### src/rtl/fuse_pkg.sv
package fuse_pkg;
  localparam int unsigned FU_BYTE_W = 8;

  typedef enum logic [3:0] {
    OP_ZEXT_H    = 4'd0,
    OP_SEXT_H    = 4'd1,
    OP_SH_ADD    = 4'd2,
    OP_ZEXTW_SHL = 4'd3,
    OP_BYTE1     = 4'd4,
    OP_SHR_ADD   = 4'd5,
    OP_ODD_ADD   = 4'd6,
    OP_MERGE_LB  = 4'd7,
    OP_MUL7      = 4'd8,
    OP_ADDW_EXT  = 4'd9,
    OP_LOGIC_LSB = 4'd10,
    OP_LOGIC_H16 = 4'd11
  } fop_e;

  // encoding matches the selector of the add-word-extract op
  typedef enum logic [1:0] {
    EXT_BIT0 = 2'd0,
    EXT_BYTE = 2'd1,
    EXT_ZH   = 2'd2,
    EXT_SH   = 2'd3
  } ext_mode_e;
endpackage

### src/rtl/fuse_addshift.sv
module fuse_addshift
  import fuse_pkg::*;
#(
  parameter int unsigned DATA_W   = 64,
  parameter int unsigned WORD_W   = 32,
  parameter int unsigned SHR_BASE = 29
) (
  input  fop_e              op_i,
  input  logic [1:0]        sel_i,
  input  logic [DATA_W-1:0] a_i,
  input  logic [DATA_W-1:0] b_i,
  output logic [DATA_W-1:0] res_o
);
  localparam int unsigned SH_W = $clog2(DATA_W);

  logic [2:0]        shl_amt;
  logic [SH_W-1:0]   shr_amt;
  logic [DATA_W-1:0] addend;
  logic [DATA_W-1:0] sum;
  logic [DATA_W-1:0] zext_word;

  assign shl_amt   = {1'b0, sel_i} + 3'd1;
  assign shr_amt   = SH_W'(SHR_BASE) + SH_W'(sel_i);
  assign zext_word = {{(DATA_W-WORD_W){1'b0}}, a_i[WORD_W-1:0]};

  // one adder shared by every add-type idiom
  always_comb begin
    unique case (op_i)
      OP_SH_ADD:  addend = a_i << shl_amt;
      OP_SHR_ADD: addend = a_i >> shr_amt;
      OP_ODD_ADD: addend = {{(DATA_W-1){1'b0}}, a_i[0]};
      default:    addend = '0;
    endcase
  end

  assign sum = b_i + addend;

  always_comb begin
    unique case (op_i)
      OP_SH_ADD, OP_SHR_ADD: res_o = sum;
      OP_ODD_ADD:
        res_o = sel_i[0] ? {{(DATA_W-WORD_W){sum[WORD_W-1]}}, sum[WORD_W-1:0]} : sum;
      OP_ZEXTW_SHL:
        res_o = (sel_i == 2'd3) ? '0 : (zext_word << shl_amt);
      OP_MERGE_LB:
        res_o = {a_i[DATA_W-1:FU_BYTE_W], {FU_BYTE_W{1'b0}}} | b_i;
      default: res_o = '0;
    endcase
  end
endmodule

### src/rtl/fuse_extract.sv
module fuse_extract
  import fuse_pkg::*;
#(
  parameter int unsigned DATA_W = 64,
  parameter int unsigned HALF_W = 16
) (
  input  fop_e              op_i,
  input  logic [1:0]        sel_i,
  input  logic [HALF_W-1:0] a_i,
  input  logic [HALF_W-1:0] b_i,
  output logic [DATA_W-1:0] res_o
);
  // only the low half of the word sum can reach the result
  logic [HALF_W-1:0] sum_lo;
  logic [HALF_W-1:0] src;
  ext_mode_e         mode;

  assign sum_lo = a_i + b_i;

  always_comb begin
    src  = a_i;
    mode = EXT_ZH;
    unique case (op_i)
      OP_SEXT_H:   mode = EXT_SH;
      OP_BYTE1: begin
        src  = {{(HALF_W-FU_BYTE_W){1'b0}}, a_i[HALF_W-1 -: FU_BYTE_W]};
        mode = EXT_BYTE;
      end
      OP_ADDW_EXT: begin
        src  = sum_lo;
        mode = ext_mode_e'(sel_i);
      end
      default: ;
    endcase
  end

  always_comb begin
    unique case (mode)
      EXT_BIT0: res_o = {{(DATA_W-1){1'b0}}, src[0]};
      EXT_BYTE: res_o = {{(DATA_W-FU_BYTE_W){1'b0}}, src[FU_BYTE_W-1:0]};
      EXT_ZH:   res_o = {{(DATA_W-HALF_W){1'b0}}, src};
      default:  res_o = {{(DATA_W-HALF_W){src[HALF_W-1]}}, src};
    endcase
  end
endmodule

### src/rtl/fuse_logic.sv
module fuse_logic
  import fuse_pkg::*;
#(
  parameter int unsigned DATA_W = 64,
  parameter int unsigned HALF_W = 16
) (
  input  fop_e              op_i,
  input  logic [1:0]        sel_i,
  input  logic [HALF_W-1:0] a_i,
  input  logic [HALF_W-1:0] b_i,
  output logic [DATA_W-1:0] res_o
);
  localparam int unsigned NBYTES = HALF_W / FU_BYTE_W;

  logic [HALF_W-1:0] orc;
  logic [HALF_W-1:0] lop;

  for (genvar g = 0; g < NBYTES; g++) begin : g_orc
    assign orc[g*FU_BYTE_W +: FU_BYTE_W] = {FU_BYTE_W{|a_i[g*FU_BYTE_W +: FU_BYTE_W]}};
  end

  always_comb begin
    unique case (sel_i)
      2'd0:    lop = a_i & b_i;
      2'd1:    lop = a_i | b_i;
      2'd2:    lop = a_i ^ b_i;
      default: lop = orc;
    endcase
  end

  assign res_o = (op_i == OP_LOGIC_LSB) ? {{(DATA_W-1){1'b0}}, lop[0]}
                                        : {{(DATA_W-HALF_W){1'b0}}, lop};
endmodule

### src/rtl/fuse_mul7.sv
module fuse_mul7 #(
  parameter int unsigned DATA_W   = 64,
  parameter int unsigned WORD_W   = 32,
  parameter int unsigned NARROW_W = 7
) (
  input  logic [NARROW_W-1:0] a_i,
  input  logic [WORD_W-1:0]   b_i,
  output logic [DATA_W-1:0]   res_o
);
  logic [WORD_W-1:0] prod;

  assign prod  = {{(WORD_W-NARROW_W){1'b0}}, a_i} * b_i;
  assign res_o = {{(DATA_W-WORD_W){prod[WORD_W-1]}}, prod};
endmodule

### src/rtl/fuse_exec_unit.sv
module fuse_exec_unit
  import fuse_pkg::*;
#(
  parameter int unsigned DATA_W   = 64,
  parameter int unsigned WORD_W   = 32,
  parameter int unsigned HALF_W   = 16,
  parameter int unsigned NARROW_W = 7,
  parameter int unsigned SHR_BASE = 29
) (
  input  logic              clk_i,
  input  logic              rst_ni,
  input  logic              valid_i,
  input  logic [3:0]        op_i,
  input  logic [1:0]        sel_i,
  input  logic [DATA_W-1:0] src1_i,
  input  logic [DATA_W-1:0] src2_i,
  output logic              valid_o,
  output logic [DATA_W-1:0] result_o
);
  localparam int unsigned UP_H = DATA_W - HALF_W;
  localparam int unsigned UP_W = DATA_W - WORD_W;

  fop_e              op;
  logic [DATA_W-1:0] as_res, ext_res, log_res, mul_res, nxt;

  assign op = fop_e'(op_i);

  fuse_addshift #(.DATA_W(DATA_W), .WORD_W(WORD_W), .SHR_BASE(SHR_BASE)) i_addshift (
    .op_i(op), .sel_i(sel_i), .a_i(src1_i), .b_i(src2_i), .res_o(as_res)
  );

  fuse_extract #(.DATA_W(DATA_W), .HALF_W(HALF_W)) i_extract (
    .op_i(op), .sel_i(sel_i), .a_i(src1_i[HALF_W-1:0]), .b_i(src2_i[HALF_W-1:0]),
    .res_o(ext_res)
  );

  fuse_logic #(.DATA_W(DATA_W), .HALF_W(HALF_W)) i_logic (
    .op_i(op), .sel_i(sel_i), .a_i(src1_i[HALF_W-1:0]), .b_i(src2_i[HALF_W-1:0]),
    .res_o(log_res)
  );

  fuse_mul7 #(.DATA_W(DATA_W), .WORD_W(WORD_W), .NARROW_W(NARROW_W)) i_mul7 (
    .a_i(src1_i[NARROW_W-1:0]), .b_i(src2_i[WORD_W-1:0]), .res_o(mul_res)
  );

  always_comb begin
    unique case (op)
      OP_ZEXT_H, OP_SEXT_H, OP_BYTE1, OP_ADDW_EXT:               nxt = ext_res;
      OP_SH_ADD, OP_ZEXTW_SHL, OP_SHR_ADD, OP_ODD_ADD, OP_MERGE_LB: nxt = as_res;
      OP_LOGIC_LSB, OP_LOGIC_H16:                                nxt = log_res;
      OP_MUL7:                                                   nxt = mul_res;
      default:                                                   nxt = '0;
    endcase
  end

  always_ff @(posedge clk_i or negedge rst_ni) begin
    if (!rst_ni) begin
      valid_o  <= 1'b0;
      result_o <= '0;
    end else begin
      valid_o <= valid_i;
      if (valid_i) result_o <= nxt;
    end
  end

  AST_VALID_FOLLOWS: assert property (@(posedge clk_i) disable iff (!rst_ni)
    valid_i |=> valid_o);
  AST_VALID_DROPS: assert property (@(posedge clk_i) disable iff (!rst_ni)
    !valid_i |=> !valid_o);
  AST_RESULT_HOLD: assert property (@(posedge clk_i) disable iff (!rst_ni)
    !valid_i |=> $stable(result_o));
  AST_ZEXT_HALF_UPPER: assert property (@(posedge clk_i) disable iff (!rst_ni)
    (valid_i && op_i == 4'd0) |=> result_o[DATA_W-1:HALF_W] == '0);
  AST_SEXT_HALF_FILL: assert property (@(posedge clk_i) disable iff (!rst_ni)
    (valid_i && op_i == 4'd1) |=> result_o[DATA_W-1:HALF_W] == {UP_H{result_o[HALF_W-1]}});
  AST_BYTE1_UPPER: assert property (@(posedge clk_i) disable iff (!rst_ni)
    (valid_i && op_i == 4'd4) |=> result_o[DATA_W-1:FU_BYTE_W] == '0);
  AST_MUL7_SEXT: assert property (@(posedge clk_i) disable iff (!rst_ni)
    (valid_i && op_i == 4'd8) |=> result_o[DATA_W-1:WORD_W] == {UP_W{result_o[WORD_W-1]}});
  AST_LOGIC_LSB_ONLY: assert property (@(posedge clk_i) disable iff (!rst_ni)
    (valid_i && op_i == 4'd10) |=> result_o[DATA_W-1:1] == '0);
  AST_UNKNOWN_ZERO: assert property (@(posedge clk_i) disable iff (!rst_ni)
    (valid_i && op_i >= 4'd12) |=> result_o == '0);
endmodule

### config.mk
export PLATFORM = sky130hd
export DESIGN_NAME = fuse_exec_unit
export DESIGN_NICKNAME = d
export VERILOG_FILES = /design/src/rtl/fuse_pkg.sv /design/src/rtl/fuse_addshift.sv /design/src/rtl/fuse_extract.sv /design/src/rtl/fuse_logic.sv /design/src/rtl/fuse_mul7.sv /design/src/rtl/fuse_exec_unit.sv
export SDC_FILE = /design/constraint.sdc
export NUM_CORES = 1
export LEC_CHECK = 0
export ABC_AREA = 0
export BUFFER_PORTS_ARGS = -buffer_cell sky130_fd_sc_hd__clkbuf_2
export CAP_MARGIN = 20
export CORE_ASPECT_RATIO = 2
export CORE_MARGIN = 2
export CORE_UTILIZATION = 60
export DETAILED_ROUTE_END_ITERATION = 8
export GPL_ROUTABILITY_DRIVEN = 0
export GPL_TIMING_DRIVEN = 1
export PLACE_DENSITY = 0.87
export SLEW_MARGIN = 10
export SYNTH_ARGS = -nofsm -noshare
export SYNTH_HDL_FRONTEND = slang
export SYNTH_SLANG_ARGS = --single-unit
### constraint.sdc
create_clock -name clk_i -period 2.2 [get_ports clk_i]
set_input_delay 0.44 -clock clk_i [delete_from_list [all_inputs] [get_ports clk_i]]
set_output_delay 0.44 -clock clk_i [all_outputs]
set_load 0.1 [all_outputs]
==> impl_metrics.ini, run 1 <==
[yosys]
yosys_warnings = 0
synth_edf_count = 0
synth_nets = 2704
ys_seq_elements = 65
synthFlopType = dfrtp_1
ys_seq_area_share_pct = 8.792
post_synth.cell_area_avg_um2 = 8.061
synth_area_um2 = 18500
syn-instance-count = 2295
ys_async_sr_fraction_pct = 100.0
synthDistinctLibCells = 89

[clock_tree]
htree_levels = 3
clock-sinks = 65
cts_root_buffer = clkbuf_16
cts_buffers = 9
cts_hold_buffers = 0
clock_path_buffers = 2

[floorplan]
die_h_um = 252.3
start_util_pct = 60.40
num_rows = 91
pin_count = 202
die_w_um = 128.2

[status]
outcome = did not finish
lastStage = global routing (5_1_grt)
error_line = [ERROR GRT-0116] Global routing finished with congestion. Check the congestion regions in the DRC Viewer.

[grt]
gr-usage-all-layers_pct = 86.99
grt_pass1_wl_mm = 217.8
grt_max_degree = 49
grt-ovfl-total = 1392
grt_pass1_vias = 33840

[place]
pre_cts_slack_ns = -3.783
dpl.hpwl_mm = 76.69
dp_cells = 3424
port_buffers = 201
-- synth_stat cells (all sizes together) (44+ instances only) --
cell type / n / share of area (%)
nor2: 227 / 4.6
nand2: 226 / 4.6
inv: 202 / 4.1
a21oi: 175 / 4.9
ha: 138 / 9.3
o21ai: 136 / 3.8
fa: 134 / 15
clkbuf: 87 / 1.8
mux2i: 75 / 4.1
mux4: 74 / 9.0
dfrtp: 65 / 8.8
xnor2: 55 / 2.6
buf: 50 / 1.3
nand3: 44 / 1.2
-- stage by stage --
| stage | utilization [%] | hold slack [ns] | cell area (um2) |
|---|---|---|---|
| floorplan | - | 0.1444 | 19160 |
| global placement | 82.46 | 0.4631 | 25260 |
| detailed placement | 82.46 | 0.4719 | 25260 |
| CTS | 86.60 | 0.1259 | 26520 |
-- routing by layer --
layer / track usage, % / overflow
met1: 81.43 / 23
met2: 104.2 / 924
met3: 71.42 / 32
met4: 96.51 / 408
met5: 41.34 / 5
-- timing repair --
action,in CTS
endpoints found under the setup margin,64
gates resized for setup,151
gates cloned,2
pin swaps,58
buffers inserted,27
-- cells by family after synthesis --
kind of cell             Yosys count  synth area share [%]
buffers and inverters            341                 7.243
AND/OR/NAND/NOR                  684                 16.75
flip-flops                        65                 8.792
adder cells (fa/ha/maj)          272                 23.83
AO/OA/AOI/OAI                    679                 25.19
XOR/XNOR                          99                 4.761
multiplexers                     155                 13.43
==> inputs of run 2 (changes only) <==
Settings changed: CORE_ASPECT_RATIO 2 to default, CORE_UTILIZATION 60 to 40, PLACE_DENSITY 0.87 to default, PLACE_DENSITY_LB_ADDON from default to 0.15.
==> run 2 against run 1 <==
Against the previous run:
- the flow now finishes, with violations (negative setup slack)
- synthesized cell count stayed put
- synthesized area stayed put
==> impl_metrics.ini, run 2 <==
[status]
outcome = finished with violations
violations = negative setup slack

[worst_setup_path]
reg2regPathDepth = 4
timing.rr.end = result_o[25]
cp_num_cells = 23
critPathMaxFanout = 6
crit_arrival_ns = 5.55
worstPathCellList = buf_12, buf_12, clkinv_8, nor2_4, fa_1, inv_2, fa_1, inv_2, fa_1, inv_2, fa_1, inv_2, ha_4, or4_4, o211ai_1, a211oi_2, o211ai_2, a21oi_2, mux2i_1, o21ai_2, or2_4, o31ai_4, o221ai_2
slowest_delay_ns = 0.55
worstPathRequired_ns = 2.43
worst-path-buf-inv = 7
worst-r2r-setup-slack_ns = 1.13
cp_top_family = adder cells
slowest_stage = fa_1
cp-start-kind = input pin
crit_path_end_kind = flip-flop
reg2reg_from = result_o[25]
path_class = in2reg

[grt]
grt-ovfl-total = 0
grt_pass1_vias = 22420
grt_max_degree = 39
grt_pass1_wl_mm = 128.2
gr-usage-all-layers_pct = 35.03
antenna_found_initial = 2

[power_and_ir_drop]
p_leak_nw = 13.15
finalPower_mw = 18.88
powerDensity_nw_per_um2 = 692.8
max-vdd-ir-drop_v = 0.0005590

[route]
ant_nets = 0
detail_route.vias_per_cell = 5.921
wl_mm = 84.30
drt-initial-drc-count = 1993
post_drt_wl_per_cell_um = 22.64
vias = 22050
drtPass1Iterations = 6
drc = 0

[clock_tree]
cts_hold_buffers = 0
clock_path_buffers = 2
clock-sinks = 65
path_clk_slew_ns = 0.05
cts_tree = yes
cts_root_buffer = clkbuf_16
clk_latency_ns = 0.38
htree_levels = 3
cts_buffers = 9

[final_layout]
layout-area-overhead-vs-synth_pct = 47.35
drive_gt1_share_pct = 40.50
num-fill-cells = 4151
final_cell_area_um2 = 27260
layout_commonest_cell = buf_4
largest_reg_flops = 64
final_util_pct = 59.94
layout.nets = 3527
top_regs = result_o x64, valid_o x1
multi_input_area_um2 = 16480
regArea_um2 = 1627
layout_common_cells = buf_4, nand2_1, nor2_1
regMostFlops = result_o

[sta]
setup_tns_ns = -165.49
fin_crit_sh_pct = 241.7
maxSlewViolCount = 0
period_needed_ns = 5.316
fin_skew_ns = 0
maxSlewHeadroom_pct = 58.56
worst_slack_ns = -3.116
worst_slew_pin_slew_ns = 0.6152
hold_violations = 0
fmax_mhz = 188.1
final-setup-viol-count = 63
rsz0062_at_grt = yes

[yosys]
ys_seq_area_share_pct = 8.792
ys_seq_elements = 65
yosys_warnings = 0
synthTopCellsByCount = nor2_1, nand2_1, inv_1
ys_async_sr_fraction_pct = 100.0
synth_edf_count = 0
synth_area_um2 = 18500
yosysMostFrequentCell = nor2_1
synth.area.top_cells = fa_1, ha_1, mux4_2
synth_area_leader_cell = fa_1
synth_top_cell_area_share_pct = 14.50
synthDistinctLibCells = 89
syn-instance-count = 2295
synth_nets = 2704
synthFlopType = dfrtp_1
post_synth.cell_area_avg_um2 = 8.061

[place]
dpl-instance-area_um2 = 25910
port_buffers = 201
dpl.hpwl_mm = 70.21

[run]
drv_cap = 0

[floorplan]
die_area_um2 = 47990
pin_count = 202
die_h_um = 219.1
core_um2 = 45480
die_w_um = 219.1
num_rows = 78
start_util_pct = 40.68

[hold_path]
hold_path_class = in2async
==> run 2: final cells by class <==
type | instances | area share [%]
multi-input combinational | 1889 | 60.45
antenna | 3 | 0.02754
sequential | 65 | 5.967
tap | 600 | 2.754
inverter | 204 | 3.075
clock buffer | 12 | 0.9776
clock inverter | 2 | 0.1377
timing repair buffer | 949 | 26.61
==> run 2: per-layer routing <==
metal  vias up  global-route usage (%)  share of wire, %
met1     10730                   43.90                38
met2      1110                   57.00                46
li1       9918                       -                 -
met5         -                       0            0.0095
met4         2                   20.56               6.9
met3       285                   5.655               8.6
==> run 2: timing repair <==
item                                    4_1_cts  5_1_grt
pin swaps                                    29       61
endpoints found under the setup margin       64       64
cloned                                        2        1
setup buffers                                 9       14
gates resized for setup                      95      103
==> run 2: cells by family after synthesis <==
kind of cell	after synthesis	share of synthesized area (%)
AO/OA/AOI/OAI	679	25.19
buffers and inverters	341	7.243
flip-flops	65	8.792
multiplexers	155	13.43
adder cells (fa/ha/maj)	272	23.83
XOR/XNOR	99	4.761
AND/OR/NAND/NOR	684	16.75
==> run 2: power by group <==
part / internal, mW / total, mW / switching, mW
registers: 1.41 / 1.59 / 0.174
clock network: 0.957 / 1.59 / 0.632
logic: 6.92 / 15.7 / 8.79
total: 9.29 / 18.9 / 9.59
==> run 2: how the worst max path moves through the flow <==
stage                               to       from  slack [ns]
after floorplan           result_o[61]  src1_i[5]       -3.06
after global placement    result_o[62]  src1_i[5]       -3.99
after detailed placement  result_o[62]  src1_i[5]       -4.09
after CTS                 result_o[62]  src1_i[1]       -3.10
after global routing      result_o[62]  src1_i[4]       -3.27
final                     result_o[62]  src1_i[1]       -3.12
==> run 2: stage by stage <==
step / hold slack, ns / setup WS (ns) / std cells
after floorplan: 0.1444 / -3.063 / 2295
after global placement: 0.4603 / -3.992 / 3687
after detailed placement: 0.4640 / -4.093 / 3687
after CTS: 0.06465 / -3.101 / 3712
after global routing: 0.08523 / -3.273 / 3721
final: 0.06496 / -3.116 / 3724
Note: power is estimated with default switching activity, not from simulation.
==> inputs of run 3 (changes only) <==
Settings changed: PLACE_DENSITY from default to 0.67, PLACE_DENSITY_LB_ADDON 0.15 to default.
==> run 3 against run 2 <==
Against the previous run:
- the run still ends with negative setup slack left
- non-clock buffer count grew 5
- critical path depth is the same
- first-iteration DRC count grew 30%
- largest power group unchanged
- largest cell class unchanged
- fmax rose by 2.5%
- sequential share of layout area hardly changed
- via count is 4.0% higher
- count of clock-buffer cells in the layout is 1 lower
- worst setup slack improved by 0.13 ns
- register-to-register slack worse by 0.03 ns
- utilization up 0.28 points
==> impl_metrics.ini, run 3 (synthesis results as in run 2) <==
[status]
outcome = finished with violations
violations = negative setup slack

[floorplan]
pin_count = 202
core_um2 = 45480
die_h_um = 219.1
die_area_um2 = 47990
die_w_um = 219.1
num_rows = 78
start_util_pct = 40.68

[worst_setup_path]
timing.rr.end = result_o[25]
slowest_delay_ns = 0.53
reg2regPathDepth = 4
reg2reg_from = result_o[25]
worstPathRequired_ns = 2.45
crit_arrival_ns = 5.44
slowest_stage = fa_1
worstPathCellList = buf_12, ha_4, fa_1, inv_2, fa_1, inv_2, fa_1, inv_1, fa_1, inv_2, ha_4, or4_4, o211ai_1, a211oi_2, o211ai_2, a21oi_2, mux2i_1, o21ai_1, or2_4, o21ai_4, buf_12, clkbuf_16, o211ai_2
crit_path_end_kind = flip-flop
cp-start-kind = input pin
critPathMaxFanout = 8
path_class = in2reg
cp_common_cell = fa_1
worst-r2r-setup-slack_ns = 1.10

[sta]
worst_slack_ns = -2.988
final-setup-viol-count = 63
maxSlewViolCount = 0
hold_violations = 0
fin_crit_sh_pct = 235.8
period_needed_ns = 5.188
maxSlewHeadroom_pct = 27.49
rsz0062_at_grt = yes
setup_tns_ns = -161.26
hold_slack_ns = 0.01277
fin_skew_ns = 0
fmax_mhz = 192.7
worst_slew_pin_slew_ns = 1.079

[clock_tree]
clock_path_buffers = 2
clock-sinks = 65
clk_latency_ns = 0.37
cts_root_buffer = clkbuf_16
cts_buffers = 9
path_clk_slew_ns = 0.07
htree_levels = 3
cts_tree = yes

[route]
detail_route.vias_per_cell = 6.141
post_drt_wl_per_cell_um = 22.58
drt-initial-drc-count = 2581
vias = 22940
ant_nets = 0
drtPass1Iterations = 7
drc = 0
wl_mm = 84.35

[grt]
grt_pass1_vias = 22960
antenna_found_initial = 7
gr-usage-all-layers_pct = 34.37
grt_max_degree = 36
grt-ovfl-total = 0
grt_pass1_wl_mm = 127.5

[final_layout]
final_util_pct = 60.22
layout_commonest_cell = buf_4
regMostFlops = result_o
layout_common_cells = buf_4, nand2_1, nor2_1
layout.nets = 3532
regArea_um2 = 1627
top_regs = result_o x64, valid_o x1
multi_input_area_um2 = 16610
drive_gt1_share_pct = 41.14
final_cell_area_um2 = 27390
largest_reg_flops = 64
finalNonFillerCells = 3735
num-fill-cells = 3868
layout-area-overhead-vs-synth_pct = 48.03

[place]
pre_cts_slack_ns = -3.562
dp_cells = 3677
port_buffers = 201
dpl.hpwl_mm = 69.66
dpl-instance-area_um2 = 25780

[power_and_ir_drop]
max-vdd-ir-drop_v = 0.0006374
p_leak_nw = 13.14
finalPower_mw = 19.34
powerDensity_nw_per_um2 = 706.3

[run]
drv_cap = 0

[hold_path]
hold_path_class = in2async
-- run 3: changes by cell type in the layout (fill, tap and decap cells not counted), moves of 4 or more --
cell,change
buf_4,+8
clkbuf_8,-6
buf_6,+13
diode_2,+4
o2111ai_1,-4
buf_8,-4
inv_2,-6
-- run 3: metal layers --
| metal | up-vias | share of wire (%) | track usage (%) |
|---|---|---|---|
| met5 | - | 0.018 | 0 |
| li1 | 9929 | - | - |
| met3 | 378 | 11 | 6.985 |
| met4 | 2 | 6.4 | 17.27 |
| met1 | 11070 | 37 | 42.98 |
| met2 | 1560 | 45 | 56.30 |
-- run 3: worst max path at each step --
stage | cells past startpoint | slack, ns | from | to
after floorplan | 23 | -3.06 | src1_i[5] | result_o[61]
after global placement | 21 | -3.51 | src2_i[5] | result_o[24]
after detailed placement | 21 | -3.56 | src2_i[5] | result_o[24]
after CTS | 24 | -2.95 | src1_i[1] | result_o[58]
after global routing | 26 | -3.12 | src1_i[4] | result_o[52]
final | 23 | -2.99 | src2_i[3] | result_o[54]
-- run 3: timing repair --
action | 4_1_cts | 5_1_grt
hold buffers | 0 | 0
pin swaps | 49 | 54
gates resized for setup | 105 | 147
setup endpoints to repair | 64 | 63
cloned | 0 | 2
buffers inserted | 16 | 19
hold endpoints to repair | 0 | 0
-- run 3: layout make-up --
class | count | area share (%)
timing repair buffer | 954 | 26.33
multi-input combinational | 1889 | 60.66
inverter | 204 | 3.203
antenna | 7 | 0.06396
tap | 600 | 2.741
sequential | 65 | 5.939
clock inverter | 5 | 0.2056
clock buffer | 11 | 0.8498
-- run 3: where the power goes --
group	internal [mW]	switching (mW)
clock	0.876	0.651
sequential	1.41	0.190
combinational	7.16	9.05
-- run 3: critical path: cells and delay by family --
kind | cells | cell delay (ns)
adders and majority gates | 6 | 2.41
muxes | 1 | 0.15
AOI/OAI and AO/OA | 7 | 0.98
and+or+nand+nor | 2 | 0.82
buffers and inverters | 7 | 0.62
